===== config.mk =====
export PLATFORM = sky130hd
export DESIGN_NAME = tern_sop_eval
export DESIGN_NICKNAME = d
export VERILOG_FILES = /design/src/rtl/tern_pkg.sv /design/src/rtl/tern_literal.sv /design/src/rtl/tern_term.sv /design/src/rtl/tern_max_tree.sv /design/src/rtl/tern_sop_eval.sv
export SDC_FILE = /design/constraint.sdc
export NUM_CORES = 1
export LEC_CHECK = 0
export BUFFER_PORTS_ARGS = -buffer_cell sky130_fd_sc_hd__buf_2
export CAP_MARGIN = 20
export CORE_AREA = 3 3 40 42
export DETAILED_ROUTE_END_ITERATION = 10
export DIE_AREA = 0 0 43 45
export PLACE_DENSITY = 0.46
export SYNTH_ARGS = -nofsm -noshare
export SYNTH_HDL_FRONTEND = slang
export SYNTH_SLANG_ARGS = --single-unit
export TNS_END_PERCENT = 20

===== constraint.sdc =====
create_clock -name clk -period 3.5 [get_ports clk]
set_clock_uncertainty 0.05 [all_clocks]
set_input_delay 0.175 -clock clk [delete_from_list [all_inputs] [get_ports clk]]
set_output_delay 0.175 -clock clk [all_outputs]
set_load 0.02 [all_outputs]

===== src/rtl/tern_pkg.sv =====
package tern_pkg;
  typedef logic [1:0] trit_t;
  localparam trit_t T_LO  = 2'd0;
  localparam trit_t T_MID = 2'd1;
  localparam trit_t T_HI  = 2'd2;
  localparam trit_t T_BAD = 2'd3;

  function automatic trit_t tmin(trit_t x, trit_t y);
    return (x < y) ? x : y;
  endfunction

  function automatic trit_t tmax(trit_t x, trit_t y);
    return (x > y) ? x : y;
  endfunction
endpackage


===== src/rtl/tern_literal.sv =====
module tern_literal
  import tern_pkg::*;
#(
  parameter logic [2:0] SET = 3'b111
) (
  input  trit_t val,
  output trit_t lit
);
  always_comb begin
    unique case (val)
      T_LO:    lit = SET[0] ? T_HI : T_LO;
      T_MID:   lit = SET[1] ? T_HI : T_LO;
      T_HI:    lit = SET[2] ? T_HI : T_LO;
      default: lit = T_LO;
    endcase
  end
endmodule


===== src/rtl/tern_term.sv =====
module tern_term
  import tern_pkg::*;
#(
  parameter int               NUM_IN = 3,
  parameter logic [NUM_IN*3-1:0] SETS = '1,
  parameter trit_t            CONST  = T_HI
) (
  input  logic [NUM_IN*2-1:0] vals,
  output trit_t               q
);
  trit_t lits [NUM_IN];

  for (genvar i = 0; i < NUM_IN; i++) begin : g_lit
    tern_literal #(.SET(SETS[i*3 +: 3])) u_lit (
      .val(vals[i*2 +: 2]),
      .lit(lits[i])
    );
  end

  always_comb begin
    q = CONST;
    for (int i = 0; i < NUM_IN; i++) q = tmin(q, lits[i]);
  end
endmodule


===== src/rtl/tern_max_tree.sv =====
module tern_max_tree
  import tern_pkg::*;
#(
  parameter int N = 4
) (
  input  logic [N*2-1:0] terms,
  output trit_t          q
);
  always_comb begin
    q = T_LO;
    for (int i = 0; i < N; i++) q = tmax(q, trit_t'(terms[i*2 +: 2]));
  end
endmodule


===== src/rtl/tern_sop_eval.sv =====
module tern_sop_eval
  import tern_pkg::*;
#(
  parameter int NUM_IN    = 3,
  parameter int NUM_TERMS = 4,
  // subset mask per term per input at [(t*NUM_IN+i)*3 +: 3]; bit k set = value k in subset
  parameter logic [NUM_TERMS*NUM_IN*3-1:0] TERM_SETS =
    36'b111011111_111111011_110011111_111011011,
  // constant operand per term at [t*2 +: 2]
  parameter logic [NUM_TERMS*2-1:0] TERM_CONST = 8'b01_01_10_10
) (
  input  logic                clk,
  input  logic                rst,
  input  logic                in_valid,
  output logic                in_ready,
  input  logic [NUM_IN*2-1:0] in_vals,
  output logic                out_valid,
  input  logic                out_ready,
  output logic [1:0]          out_val,
  output logic                out_err
);
  localparam int SET_W = NUM_IN * 3;

  logic [NUM_TERMS*2-1:0] term_q;
  logic [NUM_IN-1:0]      bad;
  trit_t                  sop;
  logic                   take;

  for (genvar t = 0; t < NUM_TERMS; t++) begin : g_term
    tern_term #(
      .NUM_IN(NUM_IN),
      .SETS  (TERM_SETS[t*SET_W +: SET_W]),
      .CONST (trit_t'(TERM_CONST[t*2 +: 2]))
    ) u_term (
      .vals(in_vals),
      .q   (term_q[t*2 +: 2])
    );
  end

  tern_max_tree #(.N(NUM_TERMS)) u_max (
    .terms(term_q),
    .q    (sop)
  );

  for (genvar i = 0; i < NUM_IN; i++) begin : g_bad
    assign bad[i] = (in_vals[i*2 +: 2] == T_BAD);
  end

  assign in_ready = !out_valid || out_ready;
  assign take     = in_valid && in_ready;

  always_ff @(posedge clk) begin
    if (rst) begin
      out_valid <= 1'b0;
      out_val   <= T_LO;
      out_err   <= 1'b0;
    end else if (take) begin
      out_valid <= 1'b1;
      out_err   <= |bad;
      out_val   <= (|bad) ? T_LO : sop;
    end else if (out_ready) begin
      out_valid <= 1'b0;
    end
  end
endmodule


* After elaboration in Yosys (flattened, before gate mapping)
Index checks and enable logic that the tools add are counted.
Word-level totals: output and inout port bits 5, bits of input ports 10, flip-flop bits (word level) 4, word-level logic and storage cells 67
Cells by class: magnitude comparators 16, multiplexer cells 25, reduce and logical (&&, ||, !) cells 14, eq/ne operators 9
Operators by type and width (number):
- 2-bit 2-to-1 mux | 23
- 2-bit less-than comparator | 8
- 2-bit equality test (second input constant) | 6
- 3-bit OR reduction | 4
- 2-bit by 1-bit equality test with 1-bit output (second input constant) | 3
- 2-bit greater-than comparator | 3
- 2-bit logical NOT | 3
- 2-bit OR reduction | 3
- 1-bit by 2-bit less-than comparator with 1-bit output (first input constant) | 2
- 2-bit less-than comparator (first input constant) | 2
- 1-bit by 2-bit greater-than comparator with 1-bit output (first input constant) | 1
- 1-bit 2-to-1 mux | 2
- 2-bit nonzero test | 1
- 1-bit logical AND | 1
- 1-bit logical NOT | 1
- 1-bit logical OR | 1

* Logic depth before layout (Yosys ltp)
Gate-level depths: netlist of the first run.
depth in word-level cells 18, depth in mapped cells 6, mapped depth without buffers 6

* Modules after synthesis
Synthesis of the first run repeated with hierarchy kept, for this count alone.
Unflattened totals: cell total of the unflattened synthesis 118, area total of the unflattened synthesis 845.8 sq um
Modules (own cells, without submodules):
- tern_max_tree | sequential area each 0.0 sq um, cells an instance 27, instances 1, area each 220.2 sq um
- tern_term at g_term[0].u_term ... | sequential area each 0.0 sq um, cells an instance 12, instances 2, area each 88.8 sq um
- tern_literal at g_term[0].u_term.g_lit[0].u_lit ... | sequential area each 0.0 sq um, cells an instance 3, instances 11, area each 15.0 sq um
- tern_sop_eval | sequential area each 80.1 sq um, cells an instance 17, instances 1, area each 155.1 sq um
- tern_term at g_term[2].u_term ... | sequential area each 0.0 sq um, cells an instance 7, instances 2, area each 53.8 sq um
- tern_literal at g_term[1].u_term.g_lit[2].u_lit | sequential area each 0.0 sq um, cells an instance 3, instances 1, area each 20.0 sq um

* Least setup slack after synthesis of the first run
Ideal clock, no wire load.
path kind input -> register, start input in_vals[4], end register out_val[0], setup slack 1.567 ns, data arrival time 1.787 ns, stages 5, setup time 0.096 ns, required time 3.354 ns, path buffers 0, cell sequence ha_1 -> or4b_4 -> ha_1 -> o31a_1 -> o41ai_2
On the way: longest elaborated chain between the ends 14, elaborated cells on any way between the ends 26, classes of those cells 8 x order compare; 3 x eq/ne; 11 x mux; 4 x reduce/logical
RTL lines:
- start, declared | line tern_sop_eval.sv:16 | input logic [NUM_IN*2-1:0] in_vals,
- 2-bit equality test (tied with other cells) | line tern_literal.sv:10 | unique case (val)
- 3-bit OR reduction (no line)
- 2-bit 2-to-1 mux | line tern_literal.sv:10
- 2-bit less-than comparator | line tern_pkg.sv:9 | return (x < y) ? x : y;
- 2-bit 2-to-1 mux | line tern_pkg.sv:9
- 1-bit by 2-bit greater-than comparator with 1-bit output | line tern_pkg.sv:13 | return (x > y) ? x : y;
- 2-bit 2-to-1 mux | line tern_pkg.sv:13
- 2-bit greater-than comparator | line tern_pkg.sv:13
- 2-bit 2-to-1 mux | line tern_pkg.sv:13
- 2-bit greater-than comparator | line tern_pkg.sv:13
- 2-bit 2-to-1 mux | line tern_pkg.sv:13
- 2-bit greater-than comparator | line tern_pkg.sv:13
- 2-bit 2-to-1 mux | line tern_pkg.sv:13
- 2-bit 2-to-1 mux * | line tern_sop_eval.sv:60 | out_val <= (|bad) ? T_LO : sop;
- end signal, assigned | line tern_sop_eval.sv:60
- end, declared | line tern_sop_eval.sv:19 | output logic [1:0] out_val,
Mark *: on every way between the ends. The rest lies on a longest branch, timed or not. A chain may end at the register's enable or synchronous reset.

* Final worst setup path of the first run
Ends and elaborated chain as after synthesis.

==> flow_metrics.env, run 1 <==
export IMPL_hold_class="input port to register"
export IMPL_hpwl_um=473
export IMPL_p_leak_nw=0.167
export IMPL_htreeDepth=1
export IMPL_diodes=0
export IMPL_regToRegStartpoint="out_valid$_SDFFE_PP0P_"
export IMPL_syn_area_um2=239
export IMPL_area_delta_synth_final_pct=46.6
export IMPL_port_buffers=14
export IMPL_grt_pass1_wl_um=876
export IMPL_ant_nets=0
export IMPL_post_synth_main_area_contributors="dfxtp_1, ha_1, o41ai_2, a21oi_1, or4b_4"
export IMPL_grt_max_degree=6
export IMPL_netlist_top_cell_by_area="dfxtp_1"
export IMPL_period_minus_slack_ns=1.85
export IMPL_ir_drop_v=0.000188
export IMPL_synthCells=25
export IMPL_max_freq_ghz=0.541
export IMPL_n_fill_cell=141
export IMPL_cts_setup_buffers=0
export IMPL_dr_pass1_iters=1
export IMPL_dieWidth_um=43
export IMPL_ctsResizeCount=0
export IMPL_critPathMaxFanout=4
export IMPL_drt_total_wl_um=546
export IMPL_hold_end="out_valid$_SDFFE_PP0P_"
export IMPL_cts_inserted_buffers=3
export IMPL_holdPathStages=2
export IMPL_cts_tree="yes"
export IMPL_final_hold_viol_count=0
export IMPL_stdcell_area_um2=350
export IMPL_synth_warnings=0
export IMPL_relSlewSlack_pct=80.9
export IMPL_cts_hold_buf=0
export IMPL_pin_count=15
export IMPL_ys_ff_latch=4
export IMPL_die_y_um=45
export IMPL_drt_iter0_drc=0
export IMPL_drcViolationCount=0
export IMPL_min_period_over_period_pct=52.8
export IMPL_worstHoldStart="rst"
export IMPL_power_total_mw=0.134
export IMPL_cp_required_ns=3.59
export IMPL_grt_overflow_total=0
export IMPL_vias_per_cell=4.35
export IMPL_post_place_ws_ns=1.40
export IMPL_routedWlPerCell_um=9.58
export IMPL_clk_insertion_delay_late_ns=0.24
export IMPL_post_synth_cell_area_avg_um2=9.56
export IMPL_r2r_end="out_val[1]$_SDFFE_PP0P_"
export IMPL_vias=248
export IMPL_cts_buffer_depth=2
export IMPL_status="finished clean"
export IMPL_p_per_area_nw_per_um2=383
export IMPL_setup_tns_ns=0
export IMPL_worst_slack_ns=1.65
export IMPL_worst_pin_slew_ns=0.285
export IMPL_final_nets=56
export IMPL_clk_pin_slew_ns=0.04
export IMPL_yosysSeqAreaShare_pct=33.5
export IMPL_critPathCaptureType="register"
export IMPL_cp_data_arrival_time_ns=1.94
export IMPL_initial_utilization_pct=18.6
export IMPL_synth_fp_nets=37
export IMPL_holdWs_ns=0.112
export IMPL_antenna_found_initial=0
export IMPL_cts_root_buf="clkbuf_4"
export IMPL_synth_top_area_share_pct=33.5
export IMPL_finalSetupViolCount=0
export IMPL_core_area_um2=1280
export IMPL_row_count=13
export IMPL_rsz0062_at_grt="no"
export IMPL_drive_gt1_share_pct=50.0
export IMPL_die_area_um2=1940
export IMPL_cpPeakStageDelay_ns=0.55
export IMPL_maxCapViolCount=0
export IMPL_crit_slowest_cell="or4b_4"
export IMPL_fin_cells=57
export IMPL_grt_pass1_vias=242
export IMPL_regToRegSetupSlack_ns=2.05
export IMPL_worstSetupPathType="input port to register"
export IMPL_post_route_util_pct=27.3
export IMPL_placed_cell_area_um2=328
export IMPL_cp_common_cell="ha_1"
export IMPL_start_kind="input port"
export IMPL_rr_worst_depth=4
export IMPL_grt_usage_pct=6.08
export IMPL_place_congestion=0.633
export IMPL_maxSlewViolCount=0
export IMPL_dpl_cell_count=54
export IMPL_cp_cell_sequence="buf_2, ha_1, or4b_4, ha_1, o31a_1, o41ai_2"
export IMPL_cts_sinks=4
export IMPL_yosys_cell_types_count=17
final cells by class:
class,count,area [um2],share of cell area (%)
inverters,2,7.51,2.14
multi-input cells,19,151,43.2
well taps,15,18.8,5.36
repair buffers,14,70.1,20.0
flip-flops and latches,4,80.1,22.9
clock buffers,3,22.5,6.43
registers in the layout (all words and copies together) (netlist names):
name	flops
out_valid	1
out_err	1
out_val	2
Yosys cell counts (all sizes together):
library cell,count
dfxtp,4
a221o,1
nand3b,1
o31a,1
a21oi,3
o2111ai,1
ha,2
nand2,2
nor3,1
nand2b,1
or4b,2
o41ai,1
inv,2
nor2,1
o21ai,1
a211oi,1
kinds of logic after synthesis:
family	after synthesis	share of synthesized area, %
buffers and inverters	2	3.14
AOI/OAI and AO/OA	9	30.4
and+or+nand+nor	8	22.5
DFF	4	33.5
adders and majority gates	2	10.5
metal layers:
metal	vias to the layer above	wire (um)	GRT usage, %
met2	2	316	10.5
li1	134	-	-
met3	0	14	3.59
met4	0	0	1.81
met5	-	0	0
met1	112	214	6.28
report_power, final:
part           switching (mW)  internal, mW  total [mW]  leakage (nW)
Combinational          0.0152        0.0124      0.0276         0.120
Sequential            0.00113        0.0482      0.0494        0.0329
Clock                  0.0190        0.0384      0.0574        0.0138
placed cells by master, fill, tap and decap left out:
cell,netlist,routed
ha_1,2,2
o31a_1,1,1
dfxtp_1,4,4
inv_1,2,2
nor2_1,1,1
clkbuf_4,0,3
buf_2,0,14
or4b_4,1,1
a211oi_1,1,1
o2111ai_1,1,1
a21oi_1,3,3
o41ai_2,1,1
nor3_1,1,1
o21ai_0,1,1
nand3b_1,1,1
a221o_2,1,1
nand2_1,2,2
nand2b_1,1,1
or4b_2,1,1
worst max-delay path by stage:
stage	from	endpoint	slack [ns]	cells past startpoint
final	in_vals[4]	out_val[0]$_SDFFE_PP0P_	1.65	6
after global routing	in_vals[4]	out_val[0]$_SDFFE_PP0P_	1.60	6
after CTS	in_vals[4]	out_val[0]$_SDFFE_PP0P_	1.65	6
after detailed placement	in_vals[4]	out_val[0]$_SDFFE_PP0P_	1.40	6
after global placement	in_vals[4]	out_val[0]$_SDFFE_PP0P_	1.42	6
after floorplan	in_vals[4]	out_val[0]$_SDFFE_PP0P_	1.57	5
worst max-delay path: cells and delay by family:
family	cells	cell delay, ns
buf+inv	1	0.10
compound gates	2	0.58
fa+ha+maj	2	0.54
simple gates	1	0.55
No activity file was read; power rests on OpenSTA's default activity.
==> run 2, diff against run 1 <==
PLACE_DENSITY = 0.48   (was 0.46)
clock period = 1.55 ns   (was 3.5 ns; I/O delays follow)
==> flow_metrics.env, run 2 (synthesis gave the netlist of run 1 again) <==
export IMPL_reg_top3="out_val: 2 flops, out_err: 1 flops, out_valid: 1 flops"
export IMPL_worstHoldStart="rst"
export IMPL_cts_root_buf="clkbuf_4"
export IMPL_grt_max_degree=6
export IMPL_cts_buffer_depth=2
export IMPL_final_cell_mix="buf_2, buf_4, dfxtp_1"
export IMPL_cts_inserted_buffers=3
export IMPL_regToRegStartpoint="out_valid$_SDFFE_PP0P_"
export IMPL_layout_commonest_cell="buf_2"
export IMPL_final_nets=62
export IMPL_rsz0062_at_grt="no"
export IMPL_p_comb_share_pct=25.2
export IMPL_cp_cell_sequence="buf_2, ha_4, or4b_4, ha_4, o31a_1, o41ai_2"
export IMPL_setup_tns_ns=0
export IMPL_period_minus_slack_ns=1.46
export IMPL_antenna_found_initial=0
export IMPL_switching_share_pct=27.0
export IMPL_intPower_mw=0.238
export IMPL_final_hold_viol_count=0
export IMPL_hold_class="input port to register"
export IMPL_drt_total_wl_um=629
export IMPL_top_register="out_val"
export IMPL_die_area_um2=1940
export IMPL_initial_utilization_pct=18.6
export IMPL_dpl_cell_count=60
export IMPL_min_period_over_period_pct=94.0
export IMPL_status="finished clean"
export IMPL_cts_setup_buffers=0
export IMPL_cp_depth=6
export IMPL_worst_pin_slew_ns=0.221
export IMPL_grt_pass1_vias=330
export IMPL_holdPathStages=2
export IMPL_grt_pass1_wl_um=1220
export IMPL_p_per_area_nw_per_um2=775
export IMPL_routedWlPerCell_um=9.98
export IMPL_dr_pass1_iters=3
export IMPL_max_freq_ghz=0.687
export IMPL_maxCapViolCount=0
export IMPL_drive_gt1_share_pct=60.4
export IMPL_ctsResizeCount=0
export IMPL_hpwl_um=517
export IMPL_cts_hold_buf=0
export IMPL_core_area_um2=1280
export IMPL_cp_common_cell="ha_4"
export IMPL_clk_pin_slew_ns=0.04
export IMPL_cts_tree="yes"
export IMPL_die_y_um=45
export IMPL_regToRegSetupSlack_ns=0.16
export IMPL_relSlewSlack_pct=85.1
export IMPL_largest_register_ffs=2
export IMPL_worstSetupPathType="input port to register"
export IMPL_path_buf_inv=1
export IMPL_drt_iter0_drc=6
export IMPL_dieWidth_um=43
export IMPL_clkPwrFrac_pct=40.7
export IMPL_port_buffers=14
export IMPL_maxSlewViolCount=0
export IMPL_cp_data_arrival_time_ns=1.55
export IMPL_drcViolationCount=0
export IMPL_grt_usage_pct=9.25
export IMPL_htreeDepth=1
export IMPL_r2r_end="out_val[1]$_SDFFE_PP0P_"
export IMPL_rr_worst_depth=4
export IMPL_cp_required_ns=1.64
export IMPL_pin_count=15
export IMPL_vias=288
export IMPL_p_leak_nw=0.197
export IMPL_p_seq_share_pct=34.1
export IMPL_clk_insertion_delay_late_ns=0.24
export IMPL_p_switching_mw=0.0880
export IMPL_place_congestion=0.659
export IMPL_ir_drop_v=0.000366
export IMPL_start_kind="input port"
export IMPL_ant_nets=0
export IMPL_crit_slowest_cell="or4b_4"
export IMPL_critPathCaptureType="register"
export IMPL_cp_top_family="simple AND/OR/NAND/NOR gates"
export IMPL_hold_end="out_valid$_SDFFE_PP0P_"
export IMPL_area_delta_synth_final_pct=75.9
export IMPL_critPathMaxFanout=2
export IMPL_grt_overflow_total=0
export IMPL_finalSetupViolCount=0
export IMPL_vias_per_cell=4.57
export IMPL_cts_sinks=4
export IMPL_cpPeakStageDelay_ns=0.50
export IMPL_fin_cells=63
export IMPL_diodes=0
export IMPL_row_count=13
-- run 2: cell types whose count changed in the layout (fill, tap and decap cells not counted), sizes merged --
cell and change:
buf +6
-- run 2: area by class of cell --
class | instances | area, um2
Fill cell | 147 | 865
Multi-Input combinational cell | 19 | 176
Timing Repair Buffer | 20 | 115
Sequential cell | 4 | 80.1
Clock buffer | 3 | 22.5
Tap cell | 15 | 18.8
Inverter | 2 | 7.51
-- run 2: power groups by stage --
| stage | Clock [mW] | Combinational (mW) | Sequential [mW] |
|---|---|---|---|
| 2_1_floorplan | 0 | 0.0340 | 0.120 |
| 3_3_place_gp | 0 | 0.0826 | 0.113 |
| 3_5_place_dp | 0 | 0.0826 | 0.113 |
| 4_1_cts | 0.141 | 0.0835 | 0.111 |
| 5_1_grt | 0.152 | 0.0933 | 0.112 |
| 6_report | 0.133 | 0.0820 | 0.111 |
-- run 2: how the worst max path moves through the flow --
stage	to	startpoint
after CTS	out_val[0]$_SDFFE_PP0P_	in_vals[4]
after global routing	out_val[0]$_SDFFE_PP0P_	in_vals[4]
after floorplan	out_val[0]$_SDFFE_PP0P_	in_vals[4]
final	out_val[0]$_SDFFE_PP0P_	in_vals[4]
after global placement	out_val[0]$_SDFFE_PP0P_	in_vals[4]
after detailed placement	out_val[0]$_SDFFE_PP0P_	in_vals[4]
-- run 2: routing by layer --
layer | up-vias | share of wire (%) | GRT usage [%]
met4 | 0 | 3.3 | 9.04
met5 | - | 0 | 0
li1 | 145 | - | -
met3 | 3 | 9.2 | 5.18
met2 | 11 | 43 | 13.2
met1 | 129 | 44 | 9.42
-- run 2: worst reg2reg max path, cell delays in order, from the launching register on --
cell      delay (ns)
dfxtp_1         0.30
nand2b_1        0.12
nand2_1         0.08
or4b_2          0.61
a21oi_1         0.16
-- run 2: per-stage QoR --
step	hold WS [ns]	worst slack (ns)	util [%]	instance area (um2)	power (mW)
after global placement	0.262	-0.278	31.0	398	0.195
after detailed placement	0.262	-0.273	31.0	398	0.195
after CTS	0.00492	0.0880	32.7	420	0.336
final	0.0119	0.0934	32.7	420	0.326
after floorplan	0.0966	-0.114	-	264	0.154
after global routing	0.0200	0.00165	32.7	420	0.357
==> run 3, diff against run 2 <==
ABC_AREA = 1   (was not set)
PLACE_DENSITY = 0.52   (was 0.48)
==> flow_metrics.env, run 3 <==
export IMPL_clk_insertion_delay_late_ns=0.23
export IMPL_final_cell_mix="buf_2, nand2_1, inv_1"
export IMPL_cp_required_ns=1.62
export IMPL_relSlewSlack_pct=88.5
export IMPL_grt_pass1_vias=275
export IMPL_port_buffers=14
export IMPL_cts_inserted_buffers=3
export IMPL_period_minus_slack_ns=1.32
export IMPL_syn_area_um2=289
export IMPL_ir_drop_v=0.000210
export IMPL_ys_async_sr_fraction_pct=0
export IMPL_top_register="out_val"
export IMPL_clk_pin_slew_ns=0.04
export IMPL_worstHoldStart="out_ready"
export IMPL_cts_root_buf="clkbuf_4"
export IMPL_regToRegSetupSlack_ns=0.60
export IMPL_n_fill_cell=149
export IMPL_layout_commonest_cell="buf_2"
export IMPL_switching_share_pct=29.3
export IMPL_regArea_um2=80.1
export IMPL_stdcell_area_um2=418
export IMPL_grt_pass1_wl_um=1040
export IMPL_hold_end="out_valid$_SDFFE_PP0P_"
export IMPL_post_place_ws_ns=-0.00942
export IMPL_ant_nets=0
export IMPL_row_count=13
export IMPL_cts_sinks=4
export IMPL_regToRegStartpoint="out_valid$_SDFFE_PP0P_"
export IMPL_synth_edff_count=0
export IMPL_routedWlPerCell_um=8.24
export IMPL_p_seq_share_pct=34.3
export IMPL_min_period_over_period_pct=85.0
export IMPL_status="finished clean"
export IMPL_fin_cells=75
export IMPL_hold_class="input port to register"
export IMPL_drive_gt1_share_pct=41.7
export IMPL_yosys_most_used_dff="dfxtp_1"
export IMPL_yosysMostFrequentCell="nand2_1"
export IMPL_ctsResizeCount=0
export IMPL_maxCapViolCount=0
export IMPL_pin_count=15
export IMPL_synthCells=41
export IMPL_critPathCaptureType="register"
export IMPL_area_delta_synth_final_pct=44.6
export IMPL_diodes=0
export IMPL_antenna_found_initial=0
export IMPL_intPower_mw=0.236
export IMPL_p_per_area_nw_per_um2=798
export IMPL_synth_top_area_share_pct=27.7
export IMPL_rr_worst_depth=5
export IMPL_grt_max_degree=6
export IMPL_maxSlewViolCount=0
export IMPL_setup_tns_ns=0
export IMPL_finalSetupViolCount=0
export IMPL_largest_register_ffs=2
export IMPL_post_synth_main_area_contributors="dfxtp_1, nand2_1, inv_1, ha_1, nand2_4"
export IMPL_synth_warnings=0
export IMPL_final_nets=74
export IMPL_dieWidth_um=43
export IMPL_synth_fp_nets=53
export IMPL_place_congestion=0.706
export IMPL_initial_utilization_pct=22.5
export IMPL_worst_pin_slew_ns=0.172
export IMPL_netlist_top_cell_by_area="dfxtp_1"
export IMPL_grt_usage_pct=7.24
export IMPL_ys_ff_latch=4
export IMPL_rsz0062_at_grt="no"
export IMPL_critPathMaxFanout=3
export IMPL_drt_total_wl_um=618
export IMPL_drcViolationCount=0
export IMPL_dpl_cell_count=71
export IMPL_htreeDepth=1
export IMPL_p_leak_nw=0.235
export IMPL_die_y_um=45
export IMPL_cts_buffer_depth=2
export IMPL_cp_data_arrival_time_ns=1.39
export IMPL_vias=314
export IMPL_worstSetupPathType="input port to register"
export IMPL_yosysSeqAreaShare_pct=27.7
export IMPL_max_freq_ghz=0.759
export IMPL_reg_top3="out_val: 2 flops, out_err: 1 flops, out_valid: 1 flops"
export IMPL_placed_cell_area_um2=385
export IMPL_yosys_cell_types_count=16
export IMPL_worst_slack_ns=0.233
export IMPL_holdPathStages=4
export IMPL_cts_tree="yes"
export IMPL_die_area_um2=1940
export IMPL_start_kind="input port"
export IMPL_post_synth_cell_area_avg_um2=7.05
export IMPL_vias_per_cell=4.19
export IMPL_drt_iter0_drc=6
export IMPL_clkPwrFrac_pct=38.2
export IMPL_p_comb_share_pct=27.5
export IMPL_r2r_end="out_val[1]$_SDFFE_PP0P_"
export IMPL_multiInputGateArea_um2=179
export IMPL_p_switching_mw=0.0978
export IMPL_synth_common_cells="nand2_1, inv_1, dfxtp_1"
export IMPL_hpwl_um=528
export IMPL_grt_overflow_total=0
export IMPL_dr_pass1_iters=4
export IMPL_core_area_um2=1280
export IMPL_final_hold_viol_count=0
==> run 3: how the worst max path moves through the flow <==
stage,start,endpoint,slack [ns],cells past startpoint
5_1_grt,in_vals[4],out_val[0]$_SDFFE_PP0P_,0.15,10
4_1_cts,in_vals[4],out_val[0]$_SDFFE_PP0P_,0.23,10
3_3_place_gp,in_vals[4],out_val[0]$_SDFFE_PP0P_,0.007,10
2_1_floorplan,in_vals[4],out_val[0]$_SDFFE_PP0P_,0.16,9
3_5_place_dp,in_vals[4],out_val[0]$_SDFFE_PP0P_,-0.009,10
6_report,in_vals[4],out_val[0]$_SDFFE_PP0P_,0.23,10
==> run 3: kinds of logic after synthesis <==
| logic type | after synthesis | synth area share [%] |
|---|---|---|
| AO/OA/AOI/OAI | 6 | 11.7 |
| adder cells (fa/ha/maj) | 2 | 8.66 |
| buffers and inverters | 8 | 10.4 |
| flip-flops | 4 | 27.7 |
| AND/OR/NAND/NOR | 21 | 41.6 |
==> run 3: metal layers <==
layer | GRT usage (%) | share of wire, % | vias to the layer above
met5 | 0 | 0 | -
met4 | 3.61 | 0 | 0
met3 | 3.98 | 12 | 0
met2 | 10.8 | 42 | 12
met1 | 8.41 | 46 | 130
li1 | - | - | 172
==> run 3: what timing repair did <==
| item | 4_1_cts | 5_1_grt |
|---|---|---|
| setup endpoints to repair | 0 | 0 |
| buffers inserted | 0 | 0 |
| endpoints found under the hold margin | 1 | 0 |
| hold buffers | 1 | 0 |
==> run 3: final cells by class <==
type                            count  share of cell area, %
Clock buffer                        3                   5.39
Inverter                            8                   7.19
Multi-Input combinational cell     29                   42.8
Sequential cell                     4                   19.2
Tap cell                           15                   4.49
Timing Repair Buffer               16                   21.0
==> run 3: power by group through the flow <==
stage | Sequential [mW] | Clock, mW | Combinational, mW
global placement | 0.116 | 0 | 0.0892
finish | 0.114 | 0.127 | 0.0918
global route | 0.115 | 0.143 | 0.103
CTS | 0.115 | 0.135 | 0.0926
detailed placement | 0.116 | 0 | 0.0902
floorplan | 0.125 | 0 | 0.0490
==> run 3: worst max-delay path: stages <==
cell and delay (ns):
buf_2 0.10, ha_1 0.22, nor2_1 0.10, nand3_1 0.09
ha_1 0.29, or2_1 0.24, nand3_1 0.09, nand2_1 0.06
nand3_2 0.07, a21oi_2 0.04
==> run 3: metrics by stage <==
step                      total power, mW  hold slack, ns  utilization, %
after global placement              0.205           0.243            30.0
final                               0.334          0.0859            32.5
after floorplan                     0.174          0.0899               -
after detailed placement            0.207           0.244            30.0
after CTS                           0.342          0.0799            32.5
after global routing                0.361          0.0885            32.5
